## config.mk

```make
export PLATFORM = sky130hd
export DESIGN_NAME = wb_pixel_packer
export DESIGN_NICKNAME = d
export VERILOG_FILES = /design/src/rtl/wb_pack_pkg.sv /design/src/rtl/wb_pix_convert.sv /design/src/rtl/wb_word_packer.sv /design/src/rtl/wb_pixel_packer.sv
export SDC_FILE = /design/constraint.sdc
export NUM_CORES = 1
export LEC_CHECK = 0
export ABC_AREA = 1
export BUFFER_PORTS_ARGS = -buffer_cell sky130_fd_sc_hd__buf_2
export CORE_MARGIN = 2
export CORE_UTILIZATION = 55
export CTS_BUF_LIST = sky130_fd_sc_hd__clkbuf_4
export DETAILED_ROUTE_END_ITERATION = 8
export GPL_TIMING_DRIVEN = 1
export PLACE_DENSITY = 0.79
export RECOVER_POWER = 50
export SYNTH_ARGS = -nofsm -noshare
export SYNTH_HDL_FRONTEND = slang
export SYNTH_SLANG_ARGS = --single-unit
```

## constraint.sdc

```tcl
create_clock -name clk_i -period 2.2 [get_ports clk_i]
set_input_delay 0.11 -clock clk_i [delete_from_list [all_inputs] [get_ports clk_i]]
set_output_delay 0.11 -clock clk_i [all_outputs]
set_load 0.01 [all_outputs]
```

## src/rtl/wb_pack_pkg.sv

```systemverilog
package wb_pack_pkg;
  localparam int unsigned CH_W       = 8;
  localparam int unsigned PIX_W      = 4 * CH_W;
  localparam int unsigned WORD_BYTES = 4;
  localparam int unsigned WORD_W     = WORD_BYTES * 8;
  localparam int unsigned RES_BYTES  = WORD_BYTES - 1;
  localparam int unsigned RES_W      = RES_BYTES * 8;
  localparam int unsigned NB_W       = 3;
  localparam int unsigned CNT_W      = 2;

  localparam logic [3:0] FMT_ABGR4444 = 4'd0;
  localparam logic [3:0] FMT_ARGB4444 = 4'd1;
  localparam logic [3:0] FMT_BGRA4444 = 4'd2;
  localparam logic [3:0] FMT_RGBA4444 = 4'd3;
  localparam logic [3:0] FMT_BGR565   = 4'd6;
  localparam logic [3:0] FMT_RGB565   = 4'd7;
  localparam logic [3:0] FMT_BGR888   = 4'd8;
  localparam logic [3:0] FMT_RGB888   = 4'd9;
  localparam logic [3:0] FMT_ABGR8888 = 4'd12;
  localparam logic [3:0] FMT_ARGB8888 = 4'd13;
  localparam logic [3:0] FMT_BGRA8888 = 4'd14;
  localparam logic [3:0] FMT_RGBA8888 = 4'd15;

  typedef struct packed {
    logic [WORD_W-1:0] bits;    // right-aligned, unused bytes zero
    logic [NB_W-1:0]   nbytes;  // 0 = drop
  } px_word_t;

  function automatic px_word_t fmt_convert(input logic [3:0] fmt,
                                           input logic [PIX_W-1:0] argb,
                                           input logic alpha_en,
                                           input logic alpha_inv);
    px_word_t   o;
    logic [7:0] a, r, g, b;
    a = alpha_en ? (argb[31:24] ^ {8{alpha_inv}}) : {8{~alpha_inv}};
    r = argb[23:16];
    g = argb[15:8];
    b = argb[7:0];
    o.bits   = '0;
    o.nbytes = '0;
    case (fmt)
      FMT_ABGR4444: begin o.bits = {16'h0, a[7:4], b[7:4], g[7:4], r[7:4]}; o.nbytes = 3'd2; end
      FMT_ARGB4444: begin o.bits = {16'h0, a[7:4], r[7:4], g[7:4], b[7:4]}; o.nbytes = 3'd2; end
      FMT_BGRA4444: begin o.bits = {16'h0, b[7:4], g[7:4], r[7:4], a[7:4]}; o.nbytes = 3'd2; end
      FMT_RGBA4444: begin o.bits = {16'h0, r[7:4], g[7:4], b[7:4], a[7:4]}; o.nbytes = 3'd2; end
      FMT_BGR565:   begin o.bits = {16'h0, b[7:3], g[7:2], r[7:3]};         o.nbytes = 3'd2; end
      FMT_RGB565:   begin o.bits = {16'h0, r[7:3], g[7:2], b[7:3]};         o.nbytes = 3'd2; end
      FMT_BGR888:   begin o.bits = {8'h0, b, g, r};                         o.nbytes = 3'd3; end
      FMT_RGB888:   begin o.bits = {8'h0, r, g, b};                         o.nbytes = 3'd3; end
      FMT_ABGR8888: begin o.bits = {a, b, g, r};                            o.nbytes = 3'd4; end
      FMT_ARGB8888: begin o.bits = {a, r, g, b};                            o.nbytes = 3'd4; end
      FMT_BGRA8888: begin o.bits = {b, g, r, a};                            o.nbytes = 3'd4; end
      FMT_RGBA8888: begin o.bits = {r, g, b, a};                            o.nbytes = 3'd4; end
      default: ;
    endcase
    return o;
  endfunction
endpackage

```

## src/rtl/wb_pix_convert.sv

```systemverilog
module wb_pix_convert
  import wb_pack_pkg::*;
(
  input  logic              clk_i,
  input  logic              rst_ni,
  input  logic [3:0]        fmt_i,
  input  logic              alpha_en_i,
  input  logic              alpha_inv_i,
  input  logic              in_valid_i,
  output logic              in_ready_o,
  input  logic [PIX_W-1:0]  in_argb_i,
  input  logic              in_last_i,
  output logic              out_valid_o,
  input  logic              out_ready_i,
  output logic [WORD_W-1:0] out_bits_o,
  output logic [NB_W-1:0]   out_nb_o,
  output logic              out_last_o
);
  px_word_t          cv;
  logic              v_q, last_q;
  logic [WORD_W-1:0] bits_q;
  logic [NB_W-1:0]   nb_q;

  assign cv         = fmt_convert(fmt_i, in_argb_i, alpha_en_i, alpha_inv_i);
  assign in_ready_o = !v_q || out_ready_i;

  always_ff @(posedge clk_i or negedge rst_ni) begin
    if (!rst_ni) begin
      v_q    <= 1'b0;
      last_q <= 1'b0;
      bits_q <= '0;
      nb_q   <= '0;
    end else if (in_ready_o) begin
      v_q <= in_valid_i;
      if (in_valid_i) begin
        bits_q <= cv.bits;
        nb_q   <= cv.nbytes;
        last_q <= in_last_i;
      end
    end
  end

  assign out_valid_o = v_q;
  assign out_bits_o  = bits_q;
  assign out_nb_o    = nb_q;
  assign out_last_o  = last_q;

  // a staged pixel waits unchanged for the packer
  a_r11_stage_hold: assert property (@(posedge clk_i) disable iff (!rst_ni)
    (v_q && !out_ready_i) |=> (v_q && $stable(bits_q) && $stable(nb_q)));
endmodule

```

## src/rtl/wb_word_packer.sv

```systemverilog
module wb_word_packer
  import wb_pack_pkg::*;
(
  input  logic                  clk_i,
  input  logic                  rst_ni,
  input  logic [WORD_BYTES-1:0] byte_en_i,
  input  logic                  in_valid_i,
  output logic                  in_ready_o,
  input  logic [WORD_W-1:0]     in_bits_i,
  input  logic [NB_W-1:0]       in_nb_i,
  input  logic                  in_last_i,
  output logic                  out_valid_o,
  input  logic                  out_ready_i,
  output logic [WORD_W-1:0]     out_data_o,
  output logic [WORD_BYTES-1:0] out_strb_o
);
  localparam int unsigned STREAM_W = WORD_W + RES_W;

  logic [RES_W-1:0]      res_q;
  logic [CNT_W-1:0]      res_cnt_q;
  logic                  flush_q;
  logic                  out_valid_q;
  logic [WORD_W-1:0]     out_data_q;
  logic [WORD_BYTES-1:0] out_strb_q;

  logic [STREAM_W-1:0]   stream;
  logic [NB_W-1:0]       total;
  logic [NB_W-1:0]       rem;
  logic                  full_word, out_free, take;
  logic [WORD_BYTES-1:0] part_mask;

  assign stream    = ({{RES_W{1'b0}}, in_bits_i} << {res_cnt_q, 3'b000})
                   | {{WORD_W{1'b0}}, res_q};
  assign total     = {1'b0, res_cnt_q} + in_nb_i;
  assign rem       = total - NB_W'(WORD_BYTES);
  assign full_word = total >= NB_W'(WORD_BYTES);
  assign out_free  = !out_valid_q || out_ready_i;
  assign in_ready_o = !flush_q && (!full_word || out_free);
  assign take      = in_valid_i && in_ready_o;

  // lanes filled by a residual of res_cnt_q bytes
  for (genvar i = 0; i < WORD_BYTES; i++) begin : g_lane
    assign part_mask[i] = (i < int'(res_cnt_q));
  end

  always_ff @(posedge clk_i or negedge rst_ni) begin
    if (!rst_ni) begin
      res_q       <= '0;
      res_cnt_q   <= '0;
      flush_q     <= 1'b0;
      out_valid_q <= 1'b0;
      out_data_q  <= '0;
      out_strb_q  <= '0;
    end else begin
      if (out_valid_q && out_ready_i) out_valid_q <= 1'b0;
      if (flush_q) begin
        if (out_free) begin
          out_valid_q <= 1'b1;
          out_data_q  <= {{(WORD_W-RES_W){1'b0}}, res_q};
          out_strb_q  <= byte_en_i & part_mask;
          res_q       <= '0;
          res_cnt_q   <= '0;
          flush_q     <= 1'b0;
        end
      end else if (take) begin
        if (full_word) begin
          out_valid_q <= 1'b1;
          out_data_q  <= stream[WORD_W-1:0];
          out_strb_q  <= byte_en_i;
          res_q       <= stream[STREAM_W-1:WORD_W];
          res_cnt_q   <= rem[CNT_W-1:0];
          flush_q     <= in_last_i && (rem != '0);
        end else begin
          res_q       <= stream[RES_W-1:0];
          res_cnt_q   <= total[CNT_W-1:0];
          flush_q     <= in_last_i && (total != '0);
        end
      end
    end
  end

  assign out_valid_o = out_valid_q;
  assign out_data_o  = out_data_q;
  assign out_strb_o  = out_strb_q;

  a_r11_out_hold: assert property (@(posedge clk_i) disable iff (!rst_ni)
    (out_valid_q && !out_ready_i) |=> (out_valid_q && $stable(out_data_q) && $stable(out_strb_q)));

  // a closing partial word never fills its top byte
  a_r8_flush_pad: assert property (@(posedge clk_i) disable iff (!rst_ni)
    (flush_q && out_free) |=> (out_valid_q && out_data_q[WORD_W-1 -: 8] == 8'h00));
endmodule

```

## src/rtl/wb_pixel_packer.sv

```systemverilog
module wb_pixel_packer
  import wb_pack_pkg::*;
(
  input  logic        clk_i,
  input  logic        rst_ni,
  input  logic [3:0]  fmt_i,
  input  logic        alpha_en_i,
  input  logic        alpha_inv_i,
  input  logic [3:0]  byte_en_i,
  input  logic        pix_valid_i,
  output logic        pix_ready_o,
  input  logic [31:0] pix_argb_i,
  input  logic        pix_last_i,
  output logic        out_valid_o,
  input  logic        out_ready_i,
  output logic [31:0] out_data_o,
  output logic [3:0]  out_strb_o
);
  logic              s0_valid, s0_ready, s0_last;
  logic [WORD_W-1:0] s0_bits;
  logic [NB_W-1:0]   s0_nb;

  wb_pix_convert u_convert (
    .clk_i       (clk_i),
    .rst_ni      (rst_ni),
    .fmt_i       (fmt_i),
    .alpha_en_i  (alpha_en_i),
    .alpha_inv_i (alpha_inv_i),
    .in_valid_i  (pix_valid_i),
    .in_ready_o  (pix_ready_o),
    .in_argb_i   (pix_argb_i),
    .in_last_i   (pix_last_i),
    .out_valid_o (s0_valid),
    .out_ready_i (s0_ready),
    .out_bits_o  (s0_bits),
    .out_nb_o    (s0_nb),
    .out_last_o  (s0_last)
  );

  wb_word_packer u_packer (
    .clk_i       (clk_i),
    .rst_ni      (rst_ni),
    .byte_en_i   (byte_en_i),
    .in_valid_i  (s0_valid),
    .in_ready_o  (s0_ready),
    .in_bits_i   (s0_bits),
    .in_nb_i     (s0_nb),
    .in_last_i   (s0_last),
    .out_valid_o (out_valid_o),
    .out_ready_i (out_ready_i),
    .out_data_o  (out_data_o),
    .out_strb_o  (out_strb_o)
  );

  a_r9_strb_gate: assert property (@(posedge clk_i) disable iff (!rst_ni)
    out_valid_o |-> ((out_strb_o & ~byte_en_i) == 4'b0000));
endmodule

```

## Word-level counts from Yosys, hierarchy flattened

Index checks and enable logic that the tools add are counted.

| word-level totals | value |
|---|---|
| word-level logic and storage cells | 80 |
| output and inout bits | 38 |
| bits of input ports | 47 |
| flip-flop bits (word level) | 101 |

| cells by class | value |
|---|---|
| bitwise gates (word level) | 4 |
| equal/unequal tests | 12 |
| add/subtract/negate cells | 2 |
| reduce and logical (&&, ||, !) cells | 20 |
| shifts and indexed selects | 1 |
| magnitude comparators | 4 |
| muxes and demuxes | 27 |

Operators with widths:

| cell | count |
|---|---|
| 35-bit one-hot mux with 12 select lines | 1 |
| 32-bit two-way mux | 4 |
| 24-bit two-way mux | 4 |
| 56-bit by 24-bit OR with 56-bit output | 1 |
| 32-bit by 5-bit << shifter with 56-bit output | 1 |
| 4-bit equality test (second input constant) | 6 |
| 4-bit two-way mux | 4 |
| 1-bit two-way mux | 9 |
| 4-bit by 2-bit equality test with 1-bit output (second input constant) | 2 |
| 4-bit by 3-bit equality test with 1-bit output (second input constant) | 2 |
| 2-bit two-way mux | 4 |
| 8-bit two-way mux | 1 |
| 8-bit XOR | 1 |
| 3-bit nonzero test | 2 |
| 1-bit logical AND | 5 |
| 4-bit by 3-bit bitwise AND with 4-bit output | 1 |
| 4-bit by 1-bit equality test with 1-bit output (second input constant) | 1 |
| 1-bit logical NOT | 4 |
| 4-bit logical NOT | 1 |
| 1-bit by 2-bit less-than comparator with 1-bit output (first input constant) | 2 |
| 2-bit AND reduction | 2 |
| 2-bit nonzero test | 2 |
| 2-bit by 3-bit adder with 3-bit output | 1 |
| 3-bit greater-or-equal comparator (second input constant) | 1 |
| other kinds (6) | 8 |

## Logic depth before layout (Yosys ltp)

| depth | value |
|---|---|
| depth after elaboration | 8 |
| gate-level depth with buffers | 16 |
| mapped depth without buffers | 13 |

## Cells and area by module

Synthesis repeated with hierarchy kept, for this count alone.

| unflattened totals | value |
|---|---|
| cells, all modules | 992 |
| area, all modules | 6517.5 um2 |

Modules (own cells, without submodules):

| module | seq. area each (um2) | cells each | instances | area each (um2) |
|---|---|---|---|---|
| wb_word_packer | 1601.5 | 543 | 1 | 3733.6 |
| wb_pix_convert | 925.9 | 449 | 1 | 2783.9 |

## Worst setup path before layout

No wires, ideal clock.

| path | value |
|---|---|
| kind | register to register |
| start point | reg u_packer.res_cnt_q[1] |
| end point | reg u_packer.res_q[10] |
| cell stages (with the launch flop) | 17 |
| slack | -0.054 ns |
| period minus slack after synthesis | 2.254 ns |
| arrival time | 2.128 ns |
| cell sequence | dfrtp_1 > inv_1 > buf_2 > clkbuf_1 > fa_1 > inv_1 > nand2_1 > nand2_4 > nand2_4 > buf_6 > nand2_2 > nand2_4 > nand2_8 > inv_4 > buf_6 > nand2_1 > o21ai_0 |

| between the ends | value |
|---|---|
| cells in the longest elaborated chain, start to end | 8 |
| elaborated cells on any way between the ends | 13 |

RTL lines:

| what | RTL line | source |
|---|---|---|
| start, declared | wb_word_packer.sv:20 | `logic [CNT_W-1:0] res_cnt_q;` |
| start signal, assigned | wb_word_packer.sv:71 | `res_cnt_q <= rem[CNT_W-1:0];` |
| start signal, assigned | wb_word_packer.sv:75 | `res_cnt_q <= total[CNT_W-1:0];` |
| 2-bit by 3-bit adder with 3-bit output | wb_word_packer.sv:34 | `assign total = {1'b0, res_cnt_q} + in_nb_i;` |
| 3-bit greater-or-equal comparator | wb_word_packer.sv:36 | `assign full_word = total >= NB_W'(WORD_BYTES);` |
| 1-bit logical NOT | wb_word_packer.sv:38 | `assign in_ready_o = !flush_q && (!full_word \|\| out_free);` |
| 1-bit logical OR | wb_word_packer.sv:38 |  |
| 1-bit logical AND | wb_word_packer.sv:38 |  |
| 1-bit logical AND | wb_word_packer.sv:39 | `assign take = in_valid_i && in_ready_o;` |
| 2-bit nonzero test (no line) | n/a |  |
| 2-bit AND reduction (no line) | n/a |  |
| end signal, assigned | wb_word_packer.sv:70 | `res_q <= stream[STREAM_W-1:WORD_W];` |
| end signal, assigned | wb_word_packer.sv:74 | `res_q <= stream[RES_W-1:0];` |
| end, declared | wb_word_packer.sv:19 | `logic [RES_W-1:0] res_q;` |

Parallel ways exist; a longest one is shown, timed or not. The select of a mux whose other input is x is not followed.
A chain may end at the register's enable or synchronous reset.

## Final worst setup path

| path | value |
|---|---|
| start point | reg u_convert.nb_q[0] (netlist: u_convert.out_nb_o[0]) |
| end point | out pix_ready_o |

| between the ends | value |
|---|---|
| cells in the longest elaborated chain, start to end | 6 |

RTL lines:

| what | RTL line | source |
|---|---|---|
| start, declared | wb_pix_convert.sv:22 | `logic [NB_W-1:0] nb_q;` |
| start signal, assigned | wb_pix_convert.sv:37 | `nb_q <= cv.nbytes;` |
| 2-bit by 3-bit adder with 3-bit output | wb_word_packer.sv:34 |  |
| 3-bit greater-or-equal comparator | wb_word_packer.sv:36 |  |
| 1-bit logical NOT | wb_word_packer.sv:38 |  |
| 1-bit logical OR | wb_word_packer.sv:38 |  |
| 1-bit logical AND | wb_word_packer.sv:38 |  |
| 1-bit logical OR | wb_pix_convert.sv:25 | `assign in_ready_o = !v_q \|\| out_ready_i;` |
| end, declared | wb_pixel_packer.sv:11 | `output logic pix_ready_o,` |

No other way between the ends.

==> metrics.md <==
| Metric | Value |
|---|---|
| Cell type with the highest aggregate area in the netlist | sky130_fd_sc_hd__dfrtp_1 |
| Number of nets with antenna violations after detailed routing | 0 |
| Setup tns final | 0 ns |
| Startpoint type of the worst setup path | register |
| Hold violation count in the final report | 0 |
| Die Height | 114.6 µm |
| Hold depth | 5 |
| DRC violations left | 0 |
| Clock slew seen by the registers of the worst setup and hold paths | 0.16 ns |
| Final period util | 98.40% |
| Minimum clock period | 2.165 ns |
| R2R Path Start | u_convert.out_nb_o[0] |
| Highest-count cells in the layout ignoring fill and taps | sky130_fd_sc_hd__nand2_1 (414), sky130_fd_sc_hd__o21ai_0 (117), sky130_fd_sc_hd__inv_1 (111) |
| Synth Instances | 1,027 |
| Via count of the first global-routing pass | 6,272 |
| Wire length per cell after detailed routing | 15.33 µm |
| Clock buffer depth | 2 |
| Cell depth of the worst flop-to-flop path | 12 |
| Clk Latency, worst-skew pair | 0.50 ns |
| Post-synthesis sequential area ratio | 37.57% |
| Commonest non-fill, non-tap cell in the layout | sky130_fd_sc_hd__nand2_1 |
| Via count of the routed design | 6,968 |
| Final-stage net count | 1,162 |
| Share of the core filled with cells | 63.43% |
| CTS root buffer | sky130_fd_sc_hd__clkbuf_4 |
| IO Pins | 85 |
| Most frequently used flop master after synthesis | sky130_fd_sc_hd__dfrtp_1 |
| DPL Wire Length | 14,760 µm |
| Combinational share of power | 54.0% |
| DIE AREA | 13,130 µm² |
| Count of port buffers added during placement | 84 |
| Data arrival time at the worst-slack endpoint | 2.05 ns |
| Cell area after synthesis | 6728 µm² |
| Grt ovf | 0 |
| Post-Layout Cell Count | 1,265 |
| Hold path start | pix_argb_i[9] |
| Cell Rows | 40 |
| Endpoint class of the critical path | output pin |
| Switch share | 47.14% |
| Tightest hold margin | 0.02724 ns |
| Width of the die | 114.6 µm |
| Initial antenna violation count | 0 |
| Overall fraction of global-route tracks in use | 30.87% |
| Vias/cell | 5.508 |
| Number of setup violations in the final report | 0 |
| Maximum net fanout on the critical path | 7 |
| Global-route wire length before repair | 31,770 µm |
| Top-area cell type share of the netlist area | 37.57% |
| Cell leakage power | 0.004109 µW |
| Layout overhead on the synthesized area | 12.78% |
| Clock network fraction of total power | 12.5% |
| FF+latch count, synth | 101 |
| Critical-path top delay cell | sky130_fd_sc_hd__dfrtp_1 |
| Type of the worst setup path | reg -> out |
| Worst Hold Path EP | u_convert.out_bits_o[17] |
| Cell internal power dissipation | 4587 µW |
| Worst slew pin tran | 1.398 ns |
| Power per cell area | 1144 nW/µm² |
| Share of cells above drive strength 1 | 13.06% |
| Number of H-tree levels | 3 |
| Worst min path class | in -> reg |
| Mapped Nets | 1,076 |
| Total core area | 11,960 µm² |
| Worst reg2reg path endpoint | u_packer.res_q[6] |
| Overall power of the completed layout | 8679 µW |
| Yosys warnings | 0 |
| Share of synthesized flip-flops with an asynchronous set or reset | 100.0% |
| Number of different library cells in the post-synthesis netlist | 36 |
| Cells traversed along the worst timing path | ha_2 > inv_2 > fa_2 > inv_2 > nand2_2 > nand2_4 > nand2_8 > nand3_4 > buf_6 |
| Crit-path max cell delay | 0.39 ns |
| Antenna Diode Count | 0 |
| Sequential fraction of design power | 33.5% |
| Aggregate routed wire length | 19,390 µm |
| Routability Congestion | 0.9857 |
| First DRT Iteration DRCs | 535 |
| Most frequent cell on the critical path | sky130_fd_sc_hd__inv_2 |
| Sinks on the clock net | 101 |
| Slew margin rel. | 6.787% |
| Maximum capacitance violations | 0 |
| RSZ-0062 raised after global routing | true |
| Mean Syn Cell Area | 6.551 µm² |
| Final max-slew violation count | 0 |
| First-pass DRT Iterations | 5 |
| Peak VDD IR | 0.5139 mV |
| Clock skew after layout | 0.01871 ns |
| Pin count of the biggest net entering global routing | 62 |
| Clock tree from TritonCTS | built |
| Run status | finished, final reports clean |
| Cell count after placement | 1,232 |
| Maximum achievable frequency | 0.4620 GHz |
| Switching power total | 4092 µW |
| Number of buffers created by CTS | 9 |
| Starting utilization of the core area | 56.24% |
| Most area-consuming cells after synthesis | sky130_fd_sc_hd__dfrtp_1 (38%), sky130_fd_sc_hd__nand2_1 (23%), sky130_fd_sc_hd__o21ai_0 (8.8%) |
| Slack of the worst reg-to-reg path | 0.10 ns |
| Required time of the critical path | 2.09 ns |
| Number of enable flip-flop cells after synthesis | 0 |
logic make-up after synthesis:
| logic type | Yosys count | share of synthesized area [%] |
|---|---|---|
| DFF | 101 | 37.57 |
| adders and majority gates | 2 | 0.4835 |
| and+or+nand+nor | 564 | 34.85 |
| buffers and inverters | 168 | 11.01 |
| AOI/OAI and AO/OA | 192 | 16.09 |
worst max-delay path, delay by kind of cell (launching register included):
| kind | cells | cell delay (ns) |
|---|---|---|
| buffers and inverters | 3 | 0.23 |
| and+or+nand+nor | 4 | 0.39 |
| adders and majority gates | 2 | 0.55 |
| DFF | 1 | 0.39 |
flip-flops by register name, summed over array words and instances, names as in the netlist, 2 cells and up:
signal	flops
u_packer.out_data_o	32
u_packer.out_strb_o	4
u_packer.res_cnt_q	2
u_convert.out_bits_o	32
u_convert.out_nb_o	3
u_packer.res_q	24
what timing repair did:
action                                 in CTS  in global routing
setup endpoints to repair                   1                 13
gates resized for setup                     2                  6
pin swaps                                   0                  3
hold buffers                               13                  0
cloned                                      0                  0
endpoints found under the hold margin     112                  0
setup buffers                               0                  4
worst max-delay path by stage:
stage	end	startpoint	cells after the start
final	pix_ready_o	u_convert.out_nb_o[0]	9
after global routing	pix_ready_o	u_convert.out_nb_o[0]	9
after CTS	pix_ready_o	u_convert.out_nb_o[0]	9
after detailed placement	u_packer.res_q[10]	u_convert.out_nb_o[0]	12
after global placement	u_packer.res_q[12]	u_convert.out_nb_o[0]	13
after floorplan	u_packer.res_q[10]	u_packer.res_cnt_q[1]	16
final cells by class:
| cell class | count | area [µm²] |
|---|---|---|
| Clock inverter | 7 | 88.84 |
| Sequential cell | 101 | 2527 |
| Tap cell | 147 | 183.9 |
| Multi-Input combinational cell | 758 | 3486 |
| Fill cell | 1164 | 4374 |
| Timing Repair Buffer | 124 | 782.0 |
| Inverter | 119 | 451.7 |
| Clock buffer | 9 | 67.56 |
per-layer routing:
layer | routed length, µm | track usage (%)
met5 | 0 | 0
met4 | 609 | 14.55
met3 | 1274 | 3.759
met2 | 8887 | 48.17
met1 | 8617 | 42.86
cell usage after synthesis (3+ instances only):
cell / n
sky130_fd_sc_hd__a21boi_0: 5
sky130_fd_sc_hd__a21oi_1: 26
sky130_fd_sc_hd__buf_2: 21
sky130_fd_sc_hd__buf_4: 5
sky130_fd_sc_hd__buf_6: 8
sky130_fd_sc_hd__clkbuf_1: 14
sky130_fd_sc_hd__dfrtp_1: 101
sky130_fd_sc_hd__inv_1: 113
sky130_fd_sc_hd__inv_2: 4
sky130_fd_sc_hd__nand2_1: 416
sky130_fd_sc_hd__nand2_2: 4
sky130_fd_sc_hd__nand2_4: 3
sky130_fd_sc_hd__nand3_1: 86
sky130_fd_sc_hd__nand4_1: 4
sky130_fd_sc_hd__nor2_1: 37
sky130_fd_sc_hd__nor2_2: 3
sky130_fd_sc_hd__nor2_4: 3
sky130_fd_sc_hd__nor3_1: 3
sky130_fd_sc_hd__o2111ai_1: 8
sky130_fd_sc_hd__o211ai_1: 3
sky130_fd_sc_hd__o21ai_0: 118
sky130_fd_sc_hd__o21ai_1: 11
sky130_fd_sc_hd__o21ai_2: 10
sky130_fd_sc_hd__o221ai_1: 3
sky130_fd_sc_hd__o22ai_1: 5
through the flow:
step           cell area [µm²]  setup WS, ns
2_1_floorplan             6736       0.02608
3_5_place_dp              7286        0.1625
4_1_cts                   7589      0.007452
3_3_place_gp              7286        0.2508
5_1_grt                   7587      -0.05696
6_report                  7587       0.03529
power by group through the flow:
stage	Sequential, µW	Combinational, µW	Clock, µW
final	2910	4690	1080
after global routing	2980	5280	1170
after CTS	2900	4630	1100
after detailed placement	2940	4570	0
after global placement	2910	4480	0
after floorplan	3000	3210	0
(Power assumes the default switching activity.)
